--- config.mk ---
export PLATFORM = sky130hd
export DESIGN_NAME = seg_lin_gen
export DESIGN_NICKNAME = d
export VERILOG_FILES = /design/src/rtl/seg_chk_pkg.sv /design/src/rtl/seg_lin_gen.sv
export SDC_FILE = /design/constraint.sdc
export NUM_CORES = 1
export LEC_CHECK = 0
export ABC_AREA = 1
export BUFFER_PORTS_ARGS = -buffer_cell sky130_fd_sc_hd__buf_2
export CORE_ASPECT_RATIO = 1.4
export CORE_UTILIZATION = 25
export DETAILED_ROUTE_END_ITERATION = 8
export PLACE_DENSITY = 0.48
export SETUP_SLACK_MARGIN = 0.02
export SLEW_MARGIN = 20
export SYNTH_ARGS = -nofsm -noshare
export SYNTH_HDL_FRONTEND = slang
export SYNTH_SLANG_ARGS = --single-unit
--- constraint.sdc ---
create_clock -name vclk -period 5.1
set_input_delay 0.51 -clock vclk [all_inputs]
set_output_delay 0.51 -clock vclk [all_outputs]
set_load 0.01 [all_outputs]
--- src/rtl/seg_chk_pkg.sv ---
package seg_chk_pkg;

    localparam int VA_W       = 64;
    localparam int LEG_W      = 32;
    localparam int RAW_LIM_W  = 20;
    localparam int GRAN_SHIFT = 12;
    localparam int SMALL_UB_W = 16;
    localparam int SIZE_W     = 3;
    localparam int SEL_W      = 3;
    localparam int TYPE_W     = 4;
    localparam int TYPE_CODE_BIT = 3;
    localparam int TYPE_RW_BIT   = 1;

    typedef enum logic [1:0] {
        ACC_READ  = 2'd0,
        ACC_WRITE = 2'd1,
        ACC_FETCH = 2'd2,
        ACC_READ2 = 2'd3
    } acc_kind_e;

    typedef enum logic [SEL_W-1:0] {
        SR_ES = 3'd0,
        SR_CS = 3'd1,
        SR_SS = 3'd2,
        SR_DS = 3'd3,
        SR_FS = 3'd4,
        SR_GS = 3'd5,
        SR_R6 = 3'd6,
        SR_R7 = 3'd7
    } seg_reg_e;

    typedef enum logic [1:0] {
        CAUSE_NONE  = 2'd0,
        CAUSE_LIMIT = 2'd1,
        CAUSE_TYPE  = 2'd2,
        CAUSE_NULL  = 2'd3
    } cause_e;

    typedef struct packed {
        logic [VA_W-1:0]      base;
        logic [RAW_LIM_W-1:0] raw_limit;
        logic                 gran;
        logic                 exp_down;
        logic                 big;
        logic [TYPE_W-1:0]    typ;
        logic                 is_null;
    } desc_t;

    typedef struct packed {
        logic [VA_W-1:0]   off;
        logic [SIZE_W-1:0] bytes_m1;
        acc_kind_e         kind;
        logic              long_mode;
        seg_reg_e          sel;
    } acc_t;

    typedef struct packed {
        logic            fault;
        cause_e          cause;
        logic [VA_W-1:0] lin;
    } result_t;

    // Priority: null over type over limit.
    function automatic cause_e pick_cause(input logic null_bad,
                                          input logic type_bad,
                                          input logic limit_bad);
        cause_e c;
        if (null_bad)       c = CAUSE_NULL;
        else if (type_bad)  c = CAUSE_TYPE;
        else if (limit_bad) c = CAUSE_LIMIT;
        else                c = CAUSE_NONE;
        return c;
    endfunction

    function automatic logic keeps_base(input seg_reg_e s);
        return (s == SR_FS) || (s == SR_GS);
    endfunction

endpackage

--- src/rtl/seg_lin_gen.sv ---
module seg_lin_gen
    import seg_chk_pkg::*;
#(
    parameter int VW  = VA_W,
    parameter int LW  = LEG_W,
    parameter int SW  = SEL_W
) (
    input  logic [VW-1:0] base,
    input  logic [VW-1:0] off,
    input  logic [SW-1:0] sel,
    input  logic          long_mode,
    output logic [VW-1:0] lin
);
    localparam int NCODES = 1 << SW;

    logic [NCODES-1:0] keep_tbl;
    logic [LW-1:0]     leg_sum;
    logic [VW-1:0]     eff_base;

    generate
        for (genvar i = 0; i < NCODES; i++) begin : g_keep
            assign keep_tbl[i] = keeps_base(seg_reg_e'(i));
        end
    endgenerate

    always_comb begin
        leg_sum  = base[LW-1:0] + off[LW-1:0];
        eff_base = keep_tbl[sel] ? base : '0;
        lin      = long_mode ? (eff_base + off) : VW'(leg_sum);
    end

endmodule

==> results of run 1 <==
## worst max-delay path, stage by stage
cell     delay, ps
buf_2           90
inv_1           40
nor2_1          50
inv_2           60
buf_4          310
nor2_1          80
ha_1           360
nand2_1        140
nor2_1         290
nand3_1        130
nand3_1        220
nand2_1         80
nand2_1        160
a21oi_1        110
nand2_1         70
nand2_1         40
nor2_1         250
buf_2          190
## area by class of cell
class              instances  area (sq um)  share of cell area (%)
multi-input cells       1444          7000                    68.5
inverters                439          1650                    16.1
repair buffers           199          1010                    9.84
well taps                451           564                    5.52
## layout by cell type, fill, tap and decap left out, types with 11 or more instances in the layout
master / n
buf_2: 195
a21oi_1: 129
xor2_1: 11
nand3_1: 88
ha_1: 94
nand2_1: 728
nor2_2: 11
nor2_1: 230
inv_1: 436
nor3_1: 19
o21ai_0: 53
## kinds of logic after synthesis
family,count (synthesis),synth area share (%)
XOR/XNOR,14,1.41
AO/OA/AOI/OAI,208,12.6
buffers and inverters,455,19.6
AND/OR/NAND/NOR,1126,52.4
adder cells (fa/ha/maj),96,14.0
## routing by layer
metal / global-route usage [%] / vias to the layer above / share of wire, %
li1: - / 6122 / -
met1: 22.6 / 4816 / 40
met4: 10.0 / 0 / 5.7
met5: 0 / - / 0
met2: 41.0 / 278 / 51
met3: 0.799 / 70 / 3.0
## power breakdown
part / switching (W) / leakage, nW / internal [W]
logic: 0.000637 / 6.80 / 0.000316
clock network: 0 / 0 / 0
registers: 0 / 0 / 0
total: 0.000637 / 6.80 / 0.000316
## worst min path at each step
stage                      start  endpoint
final                     off[0]    lin[0]
after global routing      off[0]    lin[0]
after CTS                 off[0]    lin[0]
after detailed placement  off[0]    lin[0]
after global placement    off[0]    lin[0]
after floorplan           off[0]    lin[0]
## metrics by stage
stage / hold WS [ps] / utilization (%)
CTS: 1440 / 29.9
floorplan: 1250 / -
global route: 1470 / 29.9
global placement: 1430 / 29.9
detailed placement: 1440 / 29.9
finish: 1430 / 29.9
## cells in the mapped netlist (3+ instances only)
master    number
nand2_2        8
o21a_1         4
nor2_1       230
inv_1        436
nor3_2         4
and2_1         3
ha_1          94
clkbuf_1      14
a21oi_1      129
xnor2_1        3
nand3_2        4
nand3_1       88
o21ai_0       53
inv_2          3
nand2_1      728
nor3_1        19
and3_1         6
nor2_2        11
xor2_1        11
a21o_1         5
nand3b_1       8
nand4_1       10
nor4_1         4
o21bai_1       9
==> results.yml, run 1 <==
run_status:
  status: "complete, no violations"
placement:
  post-dp-hpwl_mm: 34.1
  numPortBuffers: 195
  place_worst_setup_slack_ps: 1350
  gp_congestion: 0.888
  placed_area_sq_um: 10200
  placedCellCount: 2533
clock_network:
  post-cts-setup-buffers: 0
  hold_buffers: 0
  post_cts_resized: 0
synth:
  synth_nets: 2127
  yosysTopAreaCellShare_pct: 31.4
  synth_area_per_cell_sq_um: 4.59
  synth_top_cell_by_area: "nand2_1"
  synth_area_leaders: "nand2_1 (31%), inv_1 (19%), ha_1 (13%)"
  netlist_area_sq_um: 8710
  syn_inst: 1899
  synth_cell_types: 32
  ys_seq_area_share_pct: 0
  yosysWarnings: 0
routing:
  wl_per_cell_um: 14.9
  via_count: 11286
  viasPerCell: 4.46
  dr.pass1.iters: 6
  drt_wl_total_mm: 37.7
  initialDrtViolationCount: 646
  drcViolationCount: 0
  ant_nets: 0
sta:
  finalSetupViolations: 0
  rsz0062_at_grt: "false"
  fin_crit_sh_pct: 72.9
  finalHoldViolations: 0
  finalSetupTns_ps: 0
  tightest_slew_ps: 754
  final.min_clock_period_ps: 3720
  maxSlewHeadroom_pct: 49.7
  setup_ws_ps: 1380
  slew_violations: 0
  fmax_ghz: 0.269
cells_and_area:
  sequential_cell_total: 0
  drive_gt1_share_pct: 11.1
  instances_no_fill: 2533
  clock_buffers: 0
  num-fill-cells: 4193
  finalInstanceArea_sq_um: 10200
  ff_latch_area_sq_um: 0
  antennaDiodeCount: 0
  area_delta_synth_final_pct: 17.3
  nets: 2312
global_route:
  globalRouteTotalUtil_pct: 20.9
  grt_max_degree: 58
  antenna_found_initial: 0
  grt_pass1_vias: 10926
  grt.overflow.total: 0
  grt_pass1_wl_mm: 58.1
worst_setup_path:
  cp-start-kind: "primary input"
  cp_max_fo: 32
  crit_path_end: "lin[36]"
  endpoint_kind: "output port"
  timing.critical_path.from: "sel[2]"
  crit_type: "primary input to output port"
  cp_data_required_time_ps: 4590
  crit_arrival_ps: 3210
power:
  total_power_w: 0.000953
  power.density_nw_per_um2: 93.3
  irDropWorstVdd_mv: 0.0323
  p_leak_nw: 6.80
job:
  drv_cap: 0
die:
  initial_core_util_pct: 25.5
  die_area_sq_um: 35600
  die_h_um: 223
  dieWidth_um: 160
  core_area_sq_um: 34200
  io_pins: 196
  rows: 80
hold_path:
  worst_hold_path_type: "primary input to output port"
  hold_depth: 5
Note: power is estimated with default switching activity, not from simulation.
==> run 2, diff against run 1 <==
--- a/config.mk
+++ b/config.mk
@@ -10,7 +10,7 @@
 export CORE_ASPECT_RATIO = 1.4
 export CORE_UTILIZATION = 25
 export DETAILED_ROUTE_END_ITERATION = 8
-export PLACE_DENSITY = 0.48
+export PLACE_DENSITY = 0.5
 export SETUP_SLACK_MARGIN = 0.02
 export SLEW_MARGIN = 20
 export SYNTH_ARGS = -nofsm -noshare
==> constraint.sdc (replaced) <==
create_clock -name vclk -period 3.4
set_input_delay 0.34 -clock vclk [all_inputs]
set_output_delay 0.34 -clock vclk [all_outputs]
set_load 0.01 [all_outputs]
==> run 2 against run 1 <==
Global-route usage about the same. Setup slack got worse by 1200 ps. Worst hold slack got worse by 340 ps. Critical path depth decreased by 1. Count of clock-buffer cells in the layout unchanged. Via count increased by 0.22%. Total power increased by 54%. Sequential cell count unchanged. Utilization increased by 0.57 points. Non-clock buffer count increased by 19. Die area unchanged. Sequential share of layout area unchanged. Highest routed layer unchanged.
==> results.yml, run 2 (synthesis gave the netlist of run 1 again) <==
sta:
  fin_crit_sh_pct: 94.1
  rsz0062_at_grt: "false"
  slew_violations: 0
  fmax_ghz: 0.313
  finalHoldViolations: 0
  maxSlewHeadroom_pct: 49.2
  tightest_slew_ps: 763
  finalSetupTns_ps: 0
  finalSetupViolations: 0
  final.min_clock_period_ps: 3200
routing:
  initialDrtViolationCount: 487
  drcViolationCount: 0
  dr.pass1.iters: 5
  ant_nets: 0
  viasPerCell: 4.43
  wl_per_cell_um: 14.9
  drt_wl_total_mm: 38.0
  via_count: 11311
die:
  rows: 80
  core_area_sq_um: 34200
  die_h_um: 223
  initial_core_util_pct: 25.5
  dieWidth_um: 160
  die_area_sq_um: 35600
  io_pins: 196
worst_setup_path:
  endpoint_kind: "output port"
  cp_max_fo: 31
  crit_type: "primary input to output port"
  cp-start-kind: "primary input"
  cp_data_required_time_ps: 3060
  crit_arrival_ps: 2860
power:
  p_switching_w: 0.000965
  pwr-share-seq_pct: 0
  clockPowerShare_pct: 0
  power.density_nw_per_um2: 141
  total_power_w: 0.00146
  p_sw_share_pct: 65.9
  p_leak_nw: 6.90
  p_comb_share_pct: 100.0
  internal-power_w: 0.000499
  irDropWorstVdd_mv: 0.0585
cells_and_area:
  clock_buffers: 0
  ff_latch_area_sq_um: 0
  nets: 2331
  num-fill-cells: 4178
  final_common_cell: "nand2_1"
  antennaDiodeCount: 0
  drive_gt1_share_pct: 12.3
  layout_common_cells: "nand2_1 (726), inv_1 (436), nor2_1 (228)"
  area_delta_synth_final_pct: 19.5
  sequential_cell_total: 0
clock_network:
  hold_buffers: 0
  post-cts-setup-buffers: 0
  post_cts_resized: 0
job:
  drv_cap: 0
hold_path:
  hold_depth: 5
  worst_hold_path_type: "primary input to output port"
  holdCritStartpoint: "off[0]"
  hold_end: "lin[0]"
global_route:
  grt.overflow.total: 0
  grt_max_degree: 58
  grt_pass1_vias: 10999
  antenna_found_initial: 0
  globalRouteTotalUtil_pct: 20.9
  grt_pass1_wl_mm: 57.9
placement:
  post-dp-hpwl_mm: 34.3
  gp_congestion: 0.934
  numPortBuffers: 195
run_status:
  status: "complete, no violations"
run 2: per-stage QoR:
stage	setup WS (ps)	hold WS [ps]	utilization (%)	area (sq um)	std cells
global placement	191	1100	30.4	10400	2552
finish	202	1090	30.4	10400	2552
floorplan	842	906	-	8710	1899
detailed placement	174	1100	30.4	10400	2552
CTS	164	1100	30.4	10400	2552
global route	23.7	1130	30.4	10400	2552
run 2: area by class of cell:
cell class	count	area, sq um	share of cell area [%]
inverter	439	1650	15.8
multi-input combinational	1444	7030	67.5
tap	451	564	5.42
timing repair buffer	218	1170	11.3
run 2: power groups by stage:
stage / logic, W / clock network [W] / registers, W
floorplan: 0.000898 / 0 / 0
global placement: 0.00146 / 0 / 0
detailed placement: 0.00147 / 0 / 0
CTS: 0.00147 / 0 / 0
global route: 0.00164 / 0 / 0
finish: 0.00146 / 0 / 0
run 2: worst max path at each step:
| stage | from | to | slack, ps | depth (start not counted) |
|---|---|---|---|---|
| CTS | sel[1] | lin[54] | 160 | 18 |
| finish | sel[1] | lin[17] | 200 | 17 |
| global route | sel[1] | lin[42] | 20 | 20 |
| detailed placement | sel[1] | lin[54] | 170 | 18 |
| floorplan | sel[2] | lin[54] | 840 | 17 |
| global placement | sel[1] | lin[54] | 190 | 18 |
run 2: worst max-delay path, stage by stage:
cell	delay (ps)
buf_2	100
nor2_1	150
inv_2	100
buf_12	170
nor2_1	100
ha_1	290
nand2_1	90
nand2_1	80
nand2_1	70
nand2_1	100
inv_1	70
nand3_1	170
nand2_1	100
nand2_1	180
o21ai_0	350
o21ai_0	190
buf_2	180
run 2: routing by layer:
metal	global-route usage, %	part of all wire, %	vias to the layer above
li1	-	-	6155
met1	22.1	40	4800
met2	40.9	51	280
met3	1.00	3.0	76
met4	11.5	6.5	0
met5	0	0	-
